## src/rtl/mtx_pkg.sv

```systemverilog
package mtx_pkg;
  localparam int GAP_W = 7;

  function automatic logic [GAP_W-1:0] gap_of(input logic [2:0] sel);
    logic [GAP_W-1:0] g;
    case (sel)
      3'd0:    g = 7'd99;
      3'd1:    g = 7'd49;
      3'd2:    g = 7'd19;
      3'd3:    g = 7'd9;
      3'd4:    g = 7'd4;
      3'd5:    g = 7'd3;
      3'd6:    g = 7'd2;
      default: g = 7'd1;
    endcase
    return g;
  endfunction
endpackage

```

## src/rtl/mtx_timing.sv

```systemverilog
module mtx_timing #(
  parameter int DIVIDER = 10
) (
  input  logic clk,
  input  logic rst,
  output logic bit_en,
  output logic bit_clk,
  output logic mid_en
);
  localparam int CW = (DIVIDER > 1) ? $clog2(DIVIDER) : 1;
  localparam logic [CW-1:0] LAST = CW'(DIVIDER - 1);
  localparam logic [CW-1:0] HALF = CW'(DIVIDER / 2);

  logic [CW-1:0] cnt;

  always_ff @(posedge clk) begin
    if (rst)             cnt <= '0;
    else if (cnt == LAST) cnt <= '0;
    else                 cnt <= cnt + 1'b1;
  end

  assign bit_en  = (cnt == LAST);
  assign bit_clk = (cnt < HALF);
  assign mid_en  = (cnt == HALF - 1'b1);

  AST_CNT_RANGE: assert property (@(posedge clk) disable iff (rst) cnt <= LAST);
  AST_WRAP_ZERO: assert property (@(posedge clk) disable iff (rst) bit_en |=> (cnt == '0));
endmodule

```

## src/rtl/mtx_lfsr.sv

```systemverilog
module mtx_lfsr #(
  parameter int          N        = 10,
  parameter logic [N-1:0] TAP_MASK = 10'b1001000000
) (
  input  logic         clk,
  input  logic         rst,
  input  logic         bit_en,
  input  logic         clr_burst,
  output logic         data_bit,
  output logic [N-1:0] burst_count
);
  logic [N-1:0] sreg;
  logic         fb;

  assign fb = ^(sreg & TAP_MASK);

  always_ff @(posedge clk) begin
    if (rst)         sreg <= '1;
    else if (bit_en) sreg <= {sreg[N-2:0], fb};
  end

  always_ff @(posedge clk) begin
    if (rst)            burst_count <= '0;
    else if (clr_burst) burst_count <= '0;
    else if (bit_en)    burst_count <= burst_count + 1'b1;
  end

  assign data_bit = sreg[N-1];

  AST_NOT_LOCKED: assert property (@(posedge clk) disable iff (rst) sreg != '0);
  AST_HOLD_SREG:  assert property (@(posedge clk) disable iff (rst) !bit_en |=> $stable(sreg));
  AST_CLR_BURST:  assert property (@(posedge clk) disable iff (rst) clr_burst |=> (burst_count == '0));
endmodule

```

## src/rtl/mtx_errgen.sv

```systemverilog
module mtx_errgen
  import mtx_pkg::*;
(
  input  logic       clk,
  input  logic       rst,
  input  logic       bit_en,
  input  logic       err_enable,
  input  logic [2:0] err_sel,
  output logic       error
);
  logic [GAP_W-1:0] ecnt;
  logic [GAP_W-1:0] gap;
  logic             hit;

  assign gap = gap_of(err_sel);
  assign hit = (ecnt >= gap);

  always_ff @(posedge clk) begin
    if (rst)         ecnt <= '0;
    else if (bit_en) ecnt <= hit ? '0 : ecnt + 1'b1;
  end

  assign error = err_enable & hit;

  AST_ECNT_BOUND: assert property (@(posedge clk) disable iff (rst) ecnt <= 7'd99);
  AST_ECNT_STEP:  assert property (@(posedge clk) disable iff (rst) !bit_en |=> $stable(ecnt));
endmodule

```

## src/rtl/prbs_manch_tx.sv

```systemverilog
module prbs_manch_tx #(
  parameter int           DIVIDER  = 10,
  parameter int           N        = 10,
  parameter logic [N-1:0] TAP_MASK = 10'b1001000000
) (
  input  logic         clk,
  input  logic         rst,
  input  logic         clr_burst,
  input  logic         err_enable,
  input  logic [2:0]   err_sel,
  output logic         man_tx,
  output logic         nrz,
  output logic         man_bit_clk,
  output logic         transmit_bit_enable,
  output logic [N-1:0] burst_count
);
  logic bit_en, bit_clk, mid_en, data_bit, error;

  mtx_timing #(.DIVIDER(DIVIDER)) u_timing (
    .clk(clk), .rst(rst), .bit_en(bit_en), .bit_clk(bit_clk), .mid_en(mid_en)
  );

  mtx_lfsr #(.N(N), .TAP_MASK(TAP_MASK)) u_lfsr (
    .clk(clk), .rst(rst), .bit_en(bit_en), .clr_burst(clr_burst),
    .data_bit(data_bit), .burst_count(burst_count)
  );

  mtx_errgen u_err (
    .clk(clk), .rst(rst), .bit_en(bit_en), .err_enable(err_enable),
    .err_sel(err_sel), .error(error)
  );

  always_ff @(posedge clk) begin
    if (rst) begin
      man_tx              <= 1'b0;
      nrz                 <= 1'b0;
      man_bit_clk         <= 1'b0;
      transmit_bit_enable <= 1'b0;
    end else begin
      man_tx              <= (data_bit ^ error) ^ bit_clk;
      nrz                 <= data_bit;
      man_bit_clk         <= bit_clk;
      transmit_bit_enable <= mid_en;
    end
  end

  AST_TBE_PULSE: assert property (@(posedge clk) disable iff (rst) transmit_bit_enable |=> !transmit_bit_enable);
  AST_NO_ERR_OFF: assert property (@(posedge clk) disable iff (rst) !err_enable |=> ((man_tx ^ man_bit_clk) == nrz));
endmodule

```

## config.mk

```make
export PLATFORM = sky130hd
export DESIGN_NAME = prbs_manch_tx
export DESIGN_NICKNAME = d
export VERILOG_FILES = /design/src/rtl/mtx_pkg.sv /design/src/rtl/mtx_timing.sv /design/src/rtl/mtx_lfsr.sv /design/src/rtl/mtx_errgen.sv /design/src/rtl/prbs_manch_tx.sv
export SDC_FILE = /design/constraint.sdc
export NUM_CORES = 1
export LEC_CHECK = 0
export ABC_AREA = 1
export BUFFER_PORTS_ARGS = -buffer_cell sky130_fd_sc_hd__buf_2
export CAP_MARGIN = 20
export CORE_ASPECT_RATIO = 0.6
export CORE_MARGIN = 2
export CORE_UTILIZATION = 25
export DETAILED_ROUTE_END_ITERATION = 10
export PLACE_DENSITY = 0.39
export RECOVER_POWER = 25
export SYNTH_ARGS = -nofsm -noshare
export SYNTH_HDL_FRONTEND = slang
export SYNTH_SLANG_ARGS = --single-unit
```

## constraint.sdc

```tcl
create_clock -name clk -period 1.9 [get_ports clk]
set_clock_uncertainty 0.15 [all_clocks]
set_input_delay 0.38 -clock clk [delete_from_list [all_inputs] [get_ports clk]]
set_output_delay 0.38 -clock clk [all_outputs]
set_load 0.02 [all_outputs]
```

==> results of run 1 <==
-- cells by family (layout without fill, tap and decap cells) --
logic type	count (synthesis)	count (layout)	share of synthesized area, %
AOI/OAI and AO/OA	25	25	7.847
xor gates and xnor gates	7	7	3.528
adders and majority gates	13	13	9.359
buffers and inverters	34	65	7.558
DFF	35	35	40.32
and+or+nand+nor	112	112	31.39
-- synthesized netlist by cell type (2+ instances only) --
library cell   n  share of area (%)
inv_1         29                6.3
nor2_2         3                1.1
or2_2          2               0.72
o21ai_0        8                2.3
nand2_1       55                 12
nor2_4         2                1.3
buf_2          3               0.86
dfxtp_1       35                 40
xor2_1         4                2.0
nand3_4        2                2.0
nor2_1        20                4.3
xnor2_1        3                1.5
nand3_1       22                6.3
ha_1          13                9.4
nor3_1         2               0.58
o211ai_1       2               0.86
a21oi_1       13                3.7
-- sequential cells by signal, summed over array words and instances (netlist names) --
name                 flops
u_lfsr.burst_count      10
u_lfsr.sreg             10
u_err.ecnt               7
u_timing.cnt             4
man_bit_clk              1
man_tx                   1
nrz                      1
transmit_bit_enable      1
-- metal layers --
layer	vias up	GRT usage [%]	part of all wire, %
met3	2	3.497	3.4
met1	620	15.07	62
met4	0	2.778	0.62
li1	776	-	-
met5	-	0	0
met2	17	11.36	34
-- power groups by stage --
| stage | Combinational (mW) | Sequential, mW | Clock (mW) |
|---|---|---|---|
| 2_1_floorplan | 0.0646 | 0.774 | 0 |
| 3_3_place_gp | 0.105 | 0.770 | 0 |
| 3_5_place_dp | 0.104 | 0.769 | 0 |
| 4_1_cts | 0.104 | 0.754 | 0.802 |
| 5_1_grt | 0.116 | 0.754 | 0.841 |
| 6_report | 0.100 | 0.754 | 0.779 |
-- path summary, 6_finish.rpt --
| check | start | slack (ns) | endpoint | cells past startpoint |
|---|---|---|---|---|
| min reg2reg | u_lfsr.sreg[7]$_SDFFE_PP1P_ | 0.30 | u_lfsr.sreg[8]$_SDFFE_PP1P_ | 2 |
| min | rst | 0.26 | nrz$_SDFF_PP0_ | 2 |
| max | err_sel[0] | 0.14 | u_err.ecnt[0]$_SDFFE_PP0P_ | 11 |
| max reg2reg | u_timing.cnt[1]$_SDFF_PP0_ | 0.18 | u_err.ecnt[6]$_SDFFE_PP0P_ | 9 |
-- stage by stage --
stage	util, %	setup WS, ns	hold WS [ns]	std cells
after floorplan	-	0.08956	0.2792	226
after global placement	29.54	-0.2034	0.3003	336
after detailed placement	29.54	-0.2128	0.2973	336
after CTS	31.65	0.06824	0.2577	344
after global routing	31.54	-0.006652	0.2736	344
final	31.54	0.1445	0.2564	344
-- final cells by class --
cell class	count	share of cell area [%]
Tap cell	87	5.148
Clock buffer	6	6.095
Timing Repair Buffer	27	6.509
Clock inverter	2	0.5917
Sequential cell	35	33.14
Inverter	30	5.325
Multi-Input combinational cell	157	43.20
-- timing repair --
action | CTS | global route
endpoints found under the setup margin | 0 | 7
setup buffers | 0 | 0
resized for setup | 0 | 3
hold buffers | 0 | 0
==> results by group, run 1 <==
Status
  – Run status: completed

Floorplan
  – Die Ht: 68.59 um
  – Io pins: 21
  – Die area: 7657 um2
  – Die W: 111.6 um
  – Initial cell density of the core: 25.92%
  – Core ar.: 6705 um2
  – Rows: 23

Pwr
  – Clock Power Share: between 40% and 50%
  – Internal power: between 1 and 1.5 mW
  – Total power: 1.633 mW
  – Maximum VDD drop: 0.3354 mV
  – Switching share of total power: a little under a quarter
  – Leak pwr: ~0.92 nW
  – Power per cell area: 772.2 nW/um2
  – Flop pwr share: around 46%
  – Psw: 0.3682 mW
  – Comb pwr share: 6.1%

Yosys
  – Mapped cell area: 1738 um2
  – Synth Flop Type: dfxtp_1
  – Register area share after synthesis: 40.32%
  – Yosys cell types: 25
  – Mapped Cells: 226
  – Flops & latches, synth: 35
  – Async SR Flop Fraction: 0%
  – Mapped Nets: 246
  – Synth warn: 0
  – Post-synth EDFFs: 0
  – Synth Area per Inst: 7.690 um2

Finish
  – Footprint of the multi-input gates: 913.4 um2
  – Layout area overhead: 21.67%
  – # fillers: 735
  – Nets: 276
  – Most frequent cells in the layout: nand2_1, dfxtp_1, inv_1
  – Most common cell after layout, fill and taps aside: nand2_1
  – ANT cells: 0
  – Sequential cell area: ~700 um2
  – Share of post-route cells with drive strength above 1: between 10% and 20%
  – Post-route cell area: 2115 um2

Detailed routing
  – Final WL: between 3 and 4 mm
  – Post-route ant nets: 0
  – DR iter-0 viols: 58
  – DR vias: approximately 1,400
  – Via density: 4.113
  – Pre-antenna DRT Iters: 4
  – Drt wl/cell: between 10 and 15 um
  – DR DRC count: 0

STA
  – Fmax achieved: 0.5696 GHz
  – Final Cycle Share: 92.40%
  – Pins Over Slew Limit: 0
  – TNS Setup: 0 ns
  – Final setup violation count: 0
  – Final Hold Viols: 0
  – Slew @ Worst Pin: just under 0.4 ns
  – Slew margin rel.: 74.23%
  – Clock period minus final worst setup slack: 1.756 ns

Placed design
  – Post-DP Area: 1981 um2
  – Post-DP HPWL: 2.671 mm
  – Port-buffer cells: 20
  – Gpl congestion: 0.7472

Global routing
  – Gr usage total: 9.574%
  – Vias in the first global route: 1,139
  – Largest net degree at the start of global routing: 15
  – First-pass GRT wire length: roughly 5.6 mm
  – Initial antenna violation count: 0
  – Remaining global-route overflow: 0

Worst setup path
  – CP bufs+invs: 1
  – Critical Path AT: about 1.8 ns
  – Slowest CP cell: ha_1
  – Critical path fanouts, max: 6
  – Setup crit start kind: primary input
  – Worst-path cell chain: buf_2, nor2_1, nand2_1, ha_1, nand2_1, nor2_1, nand3_1, nand3_2, nand2_1, nand2_2, nor2_1
  – Worst path top cell family by delay: simple AND/OR/NAND/NOR gates
  – Crit end category: register
  – WP data required: 1.91 ns
  – Crit path kind: primary input to register
  – Critical Path Max Stage Delay: 0.29 ns

Worst hold path
  – Hold crit path type: primary input to register

Clock tree
  – Clock-pin slew on the worst setup and hold paths: around 0.050 ns
  – Max clock buf depth: 2
  – H-tree Lvls: 2
  – Clk Latency, worst-skew pair: 0.27 ns
  – CTS Buf Count: 5
  – Root Driver: clkbuf_16
  – CTS Sinks: 35
  – CTS tree: done

Run
  – Max-cap violations: 0
(Power assumes the default switching activity.)
==> inputs of run 2 (changes only) <==
Settings changed: ABC_AREA 1 to 0, CORE_UTILIZATION 25 to 56, PLACE_DENSITY 0.39 to 0.76.
==> results by group, run 2 <==
STA
  – Fmax achieved: 0.5173 GHz (was 0.5696 GHz)
  – Final Cycle Share: 101.7% (was 92.40%)
  – Clock period minus final worst setup slack: 1.933 ns (was 1.756 ns)
  – Pins Over Slew Limit: 0 (unchanged)
  – Final Hold Viols: 0 (unchanged)
  – Hold Slack: 0.2435 ns (was 0.2564 ns)
  – Final setup violation count: 1 (was 0)
  – Slew margin rel.: 76.59% (was 74.23%)
  – TNS Setup: -0.03307 ns (was 0 ns)
  – Setup ws final: -0.03307 ns (was 0.1445 ns)
  – Slew @ Worst Pin: 0.3507 ns (was 0.3860 ns)
  – RSZ-0062 raised after global routing: yes

Yosys
  – Post-synth EDFFs: 0 (unchanged)
  – Yosys cell types: 26 (was 25)
  – Yosys top cell by area: dfxtp_1 (unchanged)
  – Flops & latches, synth: 35 (unchanged)
  – Mapped cell area: 1600 um2 (was 1738 um2)
  – Top cells by count, synth: nand2_1, dfxtp_1, nor2_1 (was nand2_1, dfxtp_1, inv_1)
  – Mapped Nets: 210 (was 246)
  – Synth Area per Inst: 8.423 um2 (was 7.690 um2)
  – Synth warn: 0 (unchanged)
  – Async SR Flop Fraction: 0% (unchanged)
  – Mapped Cells: 190 (was 226)
  – Most common cell in the netlist: nand2_1 (unchanged)
  – Synth Flop Type: dfxtp_1 (unchanged)
  – Top post-synthesis cells by area: dfxtp_1, ha_1, nand2_1 (was dfxtp_1, nand2_1, ha_1)
  – Register area share after synthesis: 43.78% (was 40.32%)
  – Post-synth top area share: 43.78% (was 40.32%)

Global routing
  – Largest net degree at the start of global routing: 16 (was 15)
  – Vias in the first global route: 1,228 (was 1,139)
  – Gr usage total: 22.49% (was 9.574%)
  – Remaining global-route overflow: 0 (unchanged)
  – First-pass GRT wire length: 5.478 mm (was 5.630 mm)
  – Initial antenna violation count: 0 (unchanged)

Worst setup path
  – Critical Path AT: 2.01 ns (was 1.77 ns)
  – Critical Path Source: err_sel[0] (unchanged)
  – WP data required: 1.98 ns (was 1.91 ns)
  – Crit path kind: primary input to register (unchanged)
  – Critical path fanouts, max: 5 (was 6)
  – Setup crit start kind: primary input (unchanged)
  – Crit end category: register (unchanged)
  – R2R Path Start: u_timing.cnt[0]$_SDFF_PP0_ (was u_timing.cnt[1]$_SDFF_PP0_)

Floorplan
  – Initial cell density of the core: 61.31% (was 25.92%)
  – Rows: 14 (was 23)
  – Core ar.: 2610 um2 (was 6705 um2)
  – Io pins: 21 (unchanged)
  – Die Ht: 45.41 um (was 68.59 um)
  – Die W: 73.01 um (was 111.6 um)
  – Die area: 3315 um2 (was 7657 um2)

Detailed routing
  – Post-route ant nets: 0 (unchanged)
  – Drt wl/cell: 14.71 um (was 10.29 um)
  – Highest metal used: met4 (unchanged)
  – Via density: 5.444 (was 4.113)
  – DR DRC count: 0 (unchanged)
  – Final WL: 3.708 mm (was 3.540 mm)
  – Met2 wire len: 1.635 mm (was 1.203 mm)
  – Metal-1 WL: 1.866 mm (was 2.193 mm)
  – DR iter-0 viols: 92 (was 58)
  – Met3 WL: 165 um (was 121 um)
  – Pre-antenna DRT Iters: 4 (unchanged)
  – DR vias: 1,372 (was 1,415)

Pwr
  – Total power: 1.508 mW (was 1.633 mW)
  – Power per cell area: 757.6 nW/um2 (was 772.2 nW/um2)
  – Leak pwr: 0.8689 nW (was 0.9180 nW)
  – Maximum VDD drop: 0.5472 mV (was 0.3354 mV)

Clock tree
  – CTS tree: done (unchanged)
  – Max clock buf depth: 2 (unchanged)
  – Root Driver: clkbuf_8 (was clkbuf_16)
  – Hold Buf Count CTS: 0 (unchanged)
  – CTS Sinks: 35 (unchanged)
  – Clk Latency, worst-skew pair: 0.28 ns (was 0.27 ns)
  – CTS Buf Count: 5 (unchanged)
  – H-tree Lvls: 2 (unchanged)
  – Clock-pin slew on the worst setup and hold paths: 0.07 ns (was 0.05 ns)

Finish
  – # fillers: 174 (was 735)
  – Most frequent cells in the layout: nand2_1, dfxtp_1, nor2_1 (was nand2_1, dfxtp_1, inv_1)
  – Nets: 240 (was 276)
  – Sequential cell area: 700.7 um2 (unchanged)
  – Share of post-route cells with drive strength above 1: 22.27% (was 15.56%)
  – Layout Cells excl Fill: 252 (was 344)
  – Layout area overhead: 24.39% (was 21.67%)
  – Top Registers: u_lfsr.burst_count: 10 flops, u_lfsr.sreg: 10 flops, u_err.ecnt: 7 flops (unchanged)
  – ANT cells: 0 (unchanged)
  – Footprint of the multi-input gates: 938.4 um2 (was 913.4 um2)
  – Most common cell after layout, fill and taps aside: nand2_1 (unchanged)

Placed design
  – Pre-CTS setup slack: -0.3202 ns (was -0.2128 ns)
  – Port-buffer cells: 20 (unchanged)
  – Post-DP HPWL: 2.412 mm (was 2.671 mm)
  – Inst Count DP: 241 (was 336)
  – Gpl congestion: 0.8360 (was 0.7472)

Status
  – Failing checks: setup timing
  – Run status: finished with violations (was completed)

Worst hold path
  – Hold crit path type: primary input to register (unchanged)
  – Hold Path Origin: rst (unchanged)

Run
  – Max-cap violations: 0 (unchanged)
run 2: cell count changes after synthesis, moves of 3 or more:
cell,previous run,this run
and3_1,0,5
inv_1,29,6
nand2_1,55,39
nand3_1,22,11
nand4_1,0,4
nor2_1,20,15
nor2_2,3,0
nor2b_1,0,3
or3_1,0,4
xor2_1,4,12
run 2: report_power, final:
part | internal (mW) | switching [mW] | leakage [nW] | total, mW
Clock | 0.384 | 0.260 | 0.0513 | 0.644
Combinational | 0.0468 | 0.0642 | 0.534 | 0.111
Sequential | 0.744 | 0.00892 | 0.284 | 0.753
Total | 1.17 | 0.333 | 0.869 | 1.51
run 2: path summary, 6_finish.rpt:
path / endpoint / slack [ns] / cells after the start
min reg2reg: u_lfsr.sreg[9]$_SDFFE_PP1P_ / 0.32 / 2
max: man_tx$_SDFF_PP0_ / -0.03 / 10
min: man_tx$_SDFF_PP0_ / 0.24 / 2
max reg2reg: u_err.ecnt[5]$_SDFFE_PP0P_ / 0.09 / 5
run 2: cells by family (layout without fill, tap and decap cells):
logic type | count (synthesis) | count (layout) | synth area share [%]
buf+inv | 13 | 43 | 3.440
xor+xnor | 17 | 17 | 9.304
compound gates | 19 | 19 | 6.098
flops | 35 | 35 | 43.78
fa+ha+maj | 13 | 13 | 10.16
simple gates | 93 | 93 | 27.21
run 2: critical path, cell delays in order:
cell	delay [ns]
buf_8	0.10
buf_4	0.12
xor2_1	0.15
nand2_1	0.11
ha_4	0.28
nand2_1	0.07
nor2_2	0.15
a21oi_2	0.11
or3_1	0.40
a21oi_2	0.13
run 2: what timing repair did:
| item | CTS | global route |
|---|---|---|
| resized for setup | 3 | 22 |
| setup endpoints to repair | 8 | 11 |
| hold endpoints to repair | 0 | 0 |
| pin swaps | 0 | 7 |
| buffers inserted | 0 | 4 |
run 2: final cells by class:
type	count	area share (%)
inverters	6	1.131
multi-input cells	142	47.14
clock inverters	1	1.508
clock buffers	6	3.646
flip-flops and latches	35	35.20
well taps	32	2.011
repair buffers	30	9.365
run 2: through the flow:
| step | cell area (um2) | util (%) |
|---|---|---|
| after floorplan | 1619 | - |
| after global placement | 1772 | 67.88 |
| after detailed placement | 1772 | 67.88 |
| after CTS | 1883 | 72.15 |
| after global routing | 1991 | 76.27 |
| final | 1991 | 76.27 |
run 2: routing by layer:
layer  vias up  track usage [%]
met5         -                0
met4         0            8.519
met3         6            7.743
met2        28            33.87
met1       654            30.15
li1        684                -
